**config.mk**
```make
export PLATFORM = sky130hd
export DESIGN_NAME = sg_walker
export DESIGN_NICKNAME = d
export VERILOG_FILES = /design/src/rtl/sg_pkg.sv /design/src/rtl/sg_start_edge.sv /design/src/rtl/sg_region.sv /design/src/rtl/sg_seq.sv /design/src/rtl/sg_walker.sv
export SDC_FILE = /design/constraint.sdc
export NUM_CORES = 1
export LEC_CHECK = 0
export BUFFER_PORTS_ARGS = -buffer_cell sky130_fd_sc_hd__buf_2
export CORE_MARGIN = 1
export CORE_UTILIZATION = 55
export CTS_CLUSTER_SIZE = 10
export DETAILED_ROUTE_END_ITERATION = 10
export PLACE_DENSITY = 0.81
export SLEW_MARGIN = 20
export SYNTH_ARGS = -nofsm -noshare
export SYNTH_HDL_FRONTEND = slang
export SYNTH_SLANG_ARGS = --single-unit
export TNS_END_PERCENT = 5
```
**constraint.sdc**
```tcl
create_clock -name clk -period 2.3 [get_ports clk]
set_input_delay 0.115 -clock clk [delete_from_list [all_inputs] [get_ports clk]]
set_output_delay 0.115 -clock clk [all_outputs]
set_load 0.05 [all_outputs]
```
**src/rtl/sg_pkg.sv**
```systemverilog
package sg_pkg;
  typedef enum logic [2:0] {
    ST_IDLE,
    ST_D0_REQ,
    ST_D0_WAIT,
    ST_D1_REQ,
    ST_D1_WAIT,
    ST_W_HOLD,
    ST_W_REQ,
    ST_W_WAIT
  } walk_state_t;

  // last-entry flag position in the second descriptor dword
  localparam int unsigned EOT_BIT    = 31;
  localparam int unsigned DESC_BYTES = 8;
  localparam int unsigned DW_BYTES   = 4;
endpackage

```
**src/rtl/sg_start_edge.sv**
```systemverilog
module sg_start_edge (
  input  logic clk,
  input  logic rst_n,
  input  logic start_i,
  output logic rise_o
);
  logic start_q;

  always_ff @(posedge clk or negedge rst_n) begin
    if (!rst_n) start_q <= 1'b0;
    else        start_q <= start_i;
  end

  assign rise_o = start_i && !start_q;
endmodule

```
**src/rtl/sg_region.sv**
```systemverilog
module sg_region import sg_pkg::*; #(
  parameter int unsigned ADDR_W     = 32,
  parameter int unsigned SEG_W      = 16,
  parameter int unsigned WORD_BYTES = 2
) (
  input  logic              clk,
  input  logic              rst_n,
  input  logic              arm_i,
  input  logic [ADDR_W-1:0] tbl_base_i,
  input  logic              dir_i,
  input  logic              ld_addr_i,
  input  logic              ld_cnt_i,
  input  logic              step_i,
  input  logic [ADDR_W-1:0] data_i,
  output logic [ADDR_W-1:0] desc0_addr_o,
  output logic [ADDR_W-1:0] desc1_addr_o,
  output logic [ADDR_W-1:0] word_addr_o,
  output logic              last_word_o,
  output logic              eot_o,
  output logic              dir_o
);
  localparam int unsigned CNT_W = SEG_W + 1;
  localparam int unsigned HI_W  = ADDR_W - SEG_W;
  localparam logic [SEG_W-1:0] WORD_MASK = ~SEG_W'(WORD_BYTES - 1);
  localparam logic [SEG_W-1:0] DW_MASK   = ~SEG_W'(DW_BYTES - 1);
  localparam logic [CNT_W-1:0] FULL_CNT  = {1'b1, {SEG_W{1'b0}}};

  logic [HI_W-1:0]  tbl_hi;
  logic [SEG_W-1:0] dptr_lo;
  logic [HI_W-1:0]  reg_hi;
  logic [SEG_W-1:0] reg_lo;
  logic [CNT_W-1:0] rcnt;
  logic             eot_q;
  logic             dir_q;
  logic [SEG_W-1:0] cnt_field;

  assign cnt_field = data_i[SEG_W-1:0] & WORD_MASK;

  // descriptor pointer: high part fixed, low part wraps inside its window
  always_ff @(posedge clk or negedge rst_n) begin
    if (!rst_n) begin
      tbl_hi  <= '0;
      dptr_lo <= '0;
      dir_q   <= 1'b0;
    end else if (arm_i) begin
      tbl_hi  <= tbl_base_i[ADDR_W-1:SEG_W];
      dptr_lo <= tbl_base_i[SEG_W-1:0] & DW_MASK;
      dir_q   <= dir_i;
    end else if (ld_cnt_i) begin
      dptr_lo <= dptr_lo + SEG_W'(DESC_BYTES);
    end
  end

  // region address and remaining byte count
  always_ff @(posedge clk or negedge rst_n) begin
    if (!rst_n) begin
      reg_hi <= '0;
      reg_lo <= '0;
      rcnt   <= '0;
      eot_q  <= 1'b0;
    end else begin
      if (ld_addr_i) begin
        reg_hi <= data_i[ADDR_W-1:SEG_W];
        reg_lo <= data_i[SEG_W-1:0] & WORD_MASK;
      end else if (step_i) begin
        reg_lo <= reg_lo + SEG_W'(WORD_BYTES);
      end
      if (ld_cnt_i) begin
        rcnt  <= (cnt_field == '0) ? FULL_CNT : {1'b0, cnt_field};
        eot_q <= data_i[EOT_BIT];
      end else if (step_i) begin
        rcnt <= rcnt - CNT_W'(WORD_BYTES);
      end
    end
  end

  assign desc0_addr_o = {tbl_hi, dptr_lo};
  assign desc1_addr_o = {tbl_hi, dptr_lo + SEG_W'(DW_BYTES)};
  assign word_addr_o  = {reg_hi, reg_lo};
  assign last_word_o  = (rcnt == CNT_W'(WORD_BYTES));
  assign eot_o        = eot_q;
  assign dir_o        = dir_q;
endmodule

```
**src/rtl/sg_seq.sv**
```systemverilog
module sg_seq import sg_pkg::*; (
  input  logic        clk,
  input  logic        rst_n,
  input  logic        start_i,
  input  logic        rise_i,
  input  logic        avail_i,
  input  logic        req_ready_i,
  input  logic        rsp_valid_i,
  input  logic        rsp_err_i,
  input  logic        last_word_i,
  input  logic        eot_i,
  output walk_state_t state_o,
  output logic        arm_o,
  output logic        ld_addr_o,
  output logic        ld_cnt_o,
  output logic        step_o,
  output logic        err_o
);
  walk_state_t state, nxt;
  logic waiting, rsp_ok, rsp_bad, err_set;

  assign waiting = (state == ST_D0_WAIT) || (state == ST_D1_WAIT) || (state == ST_W_WAIT);
  assign rsp_ok  = rsp_valid_i && !rsp_err_i;
  assign rsp_bad = rsp_valid_i && rsp_err_i;

  always_comb begin
    nxt       = state;
    arm_o     = 1'b0;
    ld_addr_o = 1'b0;
    ld_cnt_o  = 1'b0;
    step_o    = 1'b0;
    err_set   = 1'b0;
    if (!start_i) begin
      nxt = ST_IDLE;
    end else if (waiting && rsp_bad) begin
      nxt     = ST_IDLE;
      err_set = 1'b1;
    end else begin
      unique case (state)
        ST_IDLE: if (rise_i) begin
          nxt   = ST_D0_REQ;
          arm_o = 1'b1;
        end
        ST_D0_REQ:  if (req_ready_i) nxt = ST_D0_WAIT;
        ST_D0_WAIT: if (rsp_ok) begin
          ld_addr_o = 1'b1;
          nxt       = ST_D1_REQ;
        end
        ST_D1_REQ:  if (req_ready_i) nxt = ST_D1_WAIT;
        ST_D1_WAIT: if (rsp_ok) begin
          ld_cnt_o = 1'b1;
          nxt      = avail_i ? ST_W_REQ : ST_W_HOLD;
        end
        ST_W_HOLD:  if (avail_i) nxt = ST_W_REQ;
        ST_W_REQ:   if (req_ready_i) nxt = ST_W_WAIT;
        ST_W_WAIT:  if (rsp_ok) begin
          step_o = 1'b1;
          if (last_word_i) nxt = eot_i ? ST_IDLE : ST_D0_REQ;
          else             nxt = avail_i ? ST_W_REQ : ST_W_HOLD;
        end
        default: nxt = ST_IDLE;
      endcase
    end
  end

  always_ff @(posedge clk or negedge rst_n) begin
    if (!rst_n) begin
      state <= ST_IDLE;
      err_o <= 1'b0;
    end else begin
      state <= nxt;
      err_o <= err_set;
    end
  end

  assign state_o = state;
endmodule

```
**src/rtl/sg_walker.sv**
```systemverilog
module sg_walker import sg_pkg::*; #(
  parameter int unsigned ADDR_W     = 32,
  parameter int unsigned SEG_W      = 16,
  parameter int unsigned WORD_BYTES = 2
) (
  input  logic              clk,
  input  logic              rst_n,
  input  logic              start_i,
  input  logic              dir_i,
  input  logic [ADDR_W-1:0] tbl_base_i,
  input  logic              xfer_avail_i,
  output logic              mreq_valid_o,
  input  logic              mreq_ready_i,
  output logic [ADDR_W-1:0] mreq_addr_o,
  output logic              mreq_write_o,
  input  logic              mrsp_valid_i,
  input  logic [ADDR_W-1:0] mrsp_data_i,
  input  logic              mrsp_err_i,
  output logic              active_o,
  output logic              err_o
);
  walk_state_t       state;
  logic              rise, arm, ld_addr, ld_cnt, step;
  logic              last_word, eot, dir_q;
  logic [ADDR_W-1:0] desc0_addr, desc1_addr, word_addr;

  sg_start_edge u_edge (
    .clk     (clk),
    .rst_n   (rst_n),
    .start_i (start_i),
    .rise_o  (rise)
  );

  sg_seq u_seq (
    .clk         (clk),
    .rst_n       (rst_n),
    .start_i     (start_i),
    .rise_i      (rise),
    .avail_i     (xfer_avail_i),
    .req_ready_i (mreq_ready_i),
    .rsp_valid_i (mrsp_valid_i),
    .rsp_err_i   (mrsp_err_i),
    .last_word_i (last_word),
    .eot_i       (eot),
    .state_o     (state),
    .arm_o       (arm),
    .ld_addr_o   (ld_addr),
    .ld_cnt_o    (ld_cnt),
    .step_o      (step),
    .err_o       (err_o)
  );

  sg_region #(
    .ADDR_W     (ADDR_W),
    .SEG_W      (SEG_W),
    .WORD_BYTES (WORD_BYTES)
  ) u_region (
    .clk          (clk),
    .rst_n        (rst_n),
    .arm_i        (arm),
    .tbl_base_i   (tbl_base_i),
    .dir_i        (dir_i),
    .ld_addr_i    (ld_addr),
    .ld_cnt_i     (ld_cnt),
    .step_i       (step),
    .data_i       (mrsp_data_i),
    .desc0_addr_o (desc0_addr),
    .desc1_addr_o (desc1_addr),
    .word_addr_o  (word_addr),
    .last_word_o  (last_word),
    .eot_o        (eot),
    .dir_o        (dir_q)
  );

  always_comb begin
    mreq_valid_o = 1'b0;
    mreq_write_o = 1'b0;
    mreq_addr_o  = word_addr;
    unique case (state)
      ST_D0_REQ: begin
        mreq_valid_o = 1'b1;
        mreq_addr_o  = desc0_addr;
      end
      ST_D1_REQ: begin
        mreq_valid_o = 1'b1;
        mreq_addr_o  = desc1_addr;
      end
      ST_W_REQ: begin
        mreq_valid_o = 1'b1;
        mreq_write_o = dir_q;
      end
      default: ;
    endcase
  end

  assign active_o = (state != ST_IDLE);
endmodule

```
==> results.txt <==
The flow ran to the end, and the final reports show no timing, DRC or antenna violations. For this run, the leading register cell type out of synthesis is sky130_fd_sc_hd__dfrtp_1. The area of the die is 9070 sq um, and the post-layout instance area is 6181 sq um.

The final hold slack is 0.01557 ns, and the cell area power density is 1319 nW/um^2. Summed over its instances, the top area cell type makes up 43.97% of the synthesized netlist area. After synthesis the netlist holds a flip-flop and latch count of 84.

The placeable core region is 8299 sq um. The run gives 0 as the final count of hold timing violations. The count of buffers added on input and output ports is 103. Entering global routing, the biggest net connects 51 pins. The detailed router's first-iteration violation count came out at 271. Wire length per cell: 18.34 um. Critical path class: reg -> out.

TritonCTS built the clock tree. The met2 usage came out at 58.15%. Once detailed placement completed, the half-perimeter wirelength came to 9.297 mm. In this run the count of I/O pins placed on the die edge is 108. Setup repair after global routing could not meet its margin everywhere. After detailed routing, the number of remaining DRC violations is 0.

The total wire length after detailed routing was 14.62 mm. For the final setup violation count, the log shows 0. The final layout contains 763 nets. The later pin in the worst-skew pair is clocked with a latency of 0.36 ns. In this run the tightest slew margin relative to its limit is 43.50%. In this run the horizontal extent of the chip is 95.24 um.

The master cell of the clock root buffer is sky130_fd_sc_hd__clkbuf_8. In this run the static leakage power is 2.820 nW. In this run the register-to-register setup slack is 0.12 ns.

The Yosys step of the flow raised 0 warnings. Count of flip-flops with a built-in enable after synthesis: 0. The cell area that synthesis handed to floorplanning was 4781 sq um. Timing would allow up to 448.0 MHz. The TritonCTS sink count came out at 84.

After global routing the overflow that remains totals 0. The global-route usage over all layers was 34.29%; the worst-case vdd ir drop was 1.077 mV. The final-report max-slew violation count is 0. A synthesized cell averages 8.870 sq um.

The routed design could run at a clock period as short as 2.232 ns. The required time of the worst setup path was 2.18 ns; the post-synthesis async set-or-reset flop share was 100.0%. Once placement finished, the instance area stood at 5480 sq um.

The met1 layer usage reported by global route was 41.48%. The first TritonRoute pass finished after 5 iterations. The count of distinct cell types in the synthesized netlist was 57. Synthesis handed over a netlist of 539 instances.

In this run the remaining antenna-violating nets after routing total 0. Clock-pin slew was measured on the worst setup and hold paths at 0.09 ns. The period utilization is 97.04%, and the arrival time reported for the critical path endpoint is 2.12 ns. The top cell types in the final layout, fill and taps aside, are sky130_fd_sc_hd__nand2_1 (131), sky130_fd_sc_hd__buf_2 (97), sky130_fd_sc_hd__dfrtp_1 (81). sky130_fd_sc_hd__dfrtp_1 takes more of the synthesized area than any other cell. Across the run, the number of max-cap violations was 0. Highest-utilization routing layer at the global route stage: met2. Global routing consumed, on the met3 layer, 6.380% of the routing resources.

The run gives 4829 as the total vias in the final route. The total CTS buffers is 9. The run gives 4852 as the via count of the first global-routing pass. Compared with the post-synthesis result, the final layout area differs by 29.29%.

The number of antenna violations at the first check in global routing came out at 0. Along the worst path, the maximum fanout reaches 5. STA classifies the critical path endpoint as an output port. The congestion estimate from routability-driven global placement came to 0.9191. The fraction of final layout cells sized beyond drive strength 1 is 28.18%.

The clock passes through at most 2 buffers. Vertical die dimension: 95.24 um. The post-layout worst setup margin is 0.06797 ns. The final design utilization was 74.48%. The tools report the number of antenna cells inserted as 0. Synthesis produced a netlist with a net count of 615. Summing internal, switching and leakage power gives 0.008151 W. After detailed routing, the number of vias per cell comes to 6.059. The worst setup path is launched from a flip-flop.

For the post-synthesis sequential area ratio, the log shows 43.97%. The H-tree generated during clock tree synthesis spans 3 levels. At the pin with the least slew margin, the transition time is 0.8444 ns. The worst hold path belongs to the class in -> reg. The wire length of the first global-routing pass is 23.56 mm, and the worst slack after detailed placement is 0.1579 ns. Once the floorplan was initialized, standard cells occupied 57.61% of the core.

By area the synthesized netlist is led by sky130_fd_sc_hd__dfrtp_1 (44%), sky130_fd_sc_hd__nand2_1 (10%), sky130_fd_sc_hd__mux2_2 (7.8%). In this run the core area contains 33 standard-cell rows. Leaving out fill and tap cells, the most frequent cell in the layout is sky130_fd_sc_hd__nand2_1. The worst clock skew is 0.006304 ns.
synth_stat cells (all sizes together), types with 2 or more instances:
cell    number
a21o         3
a21oi       11
a221o        7
a22oi        3
a31oi        6
and2         3
and3         4
and4         4
buf          4
clkbuf      27
dfrtp       84
ha           4
inv          9
mux2        33
mux2i        4
nand2      131
nand2b       5
nand3       19
nand3b       2
nand4       10
nand4b       3
nor2        30
nor2b        2
nor3        10
nor3b        2
nor4        12
o211ai       8
o21a         2
o21ai       41
o311ai      12
or2          3
or3          3
or4          3
xnor2       14
xor2         8
where the power goes:
part / switching [W] / internal (W)
sequential: 0.000717 / 0.00210
combinational: 0.00276 / 0.00148
clock: 0.000588 / 0.000506
area by class of cell:
cell class                 count  area (sq um)
multi-input combinational    415          2569
fill                         540          2118
sequential                    84          2106
timing repair buffer         168          1142
tap                          105         131.4
clock buffer                   9         123.9
clock inverter                 7         75.07
inverter                       9         33.78
path summary, 6_finish.rpt:
| path | to | startpoint | depth (start not counted) |
|---|---|---|---|
| worst max-delay path | mreq_addr_o[10] | u_region.dptr_lo[3] | 7 |
| worst min-delay path | u_region.dptr_lo[4] | tbl_base_i[4] | 3 |
| worst max register to register | u_region.rcnt[15] | u_region.rcnt[7] | 5 |
| worst min register to register | u_region.tbl_hi[5] | u_region.tbl_hi[5] | 2 |
| max in group asynchronous | u_region.dptr_lo[4] | rst_n | 3 |
| min in group asynchronous | u_region.rcnt[10] | rst_n | 2 |
registers in the layout, summed over array words and instances, names as in the netlist:
name	flops
u_region.rcnt	16
u_region.dir_o	1
u_region.reg_hi	16
u_seq.err_o	1
u_region.dptr_lo	14
u_seq.state_o	3
u_region.eot_o	1
u_region.reg_lo	15
u_edge.start_q	1
u_region.tbl_hi	16
kinds of logic after synthesis:
kind of cell	count (synthesis)	synth area share, %
AND/OR/NAND/NOR	249	24.89
AO/OA/AOI/OAI	102	14.11
flip-flops	84	43.97
buffers and inverters	40	3.271
multiplexers	37	8.610
XOR/XNOR	22	4.030
adder cells (fa/ha/maj)	4	1.047
other	1	0.07844
worst max-delay path, stage by stage (launching register included):
cell and delay (ns):
sky130_fd_sc_hd__dfrtp_2 0.44, sky130_fd_sc_hd__ha_1 0.19, sky130_fd_sc_hd__nand4_1 0.13, sky130_fd_sc_hd__or2_2 0.36, sky130_fd_sc_hd__nor2_1 0.13, sky130_fd_sc_hd__xnor2_1 0.08
sky130_fd_sc_hd__o21ai_0 0.20, sky130_fd_sc_hd__buf_4 0.24
routing by layer:
metal	vias up	part of all wire (%)
met5	-	0
met3	53	7.4
met4	0	3.6
li1	2215	-
met2	251	50
met1	2310	39
metrics by stage:
stage | instances | setup TNS [ns]
2_1_floorplan | 539 | -0.9610
3_3_place_gp | 735 | 0
3_5_place_dp | 735 | 0
4_1_cts | 793 | -0.02874
5_1_grt | 797 | -0.07537
6_report | 797 | 0
repair_timing:
action                     4_1_cts  5_1_grt
pin swaps                        0        0
setup endpoints to repair        6        9
hold buffers                    42        1
hold endpoints to repair        75        1
buffers inserted                 0        3
gates resized for setup          7       11
Note: power is estimated with default switching activity, not from simulation.
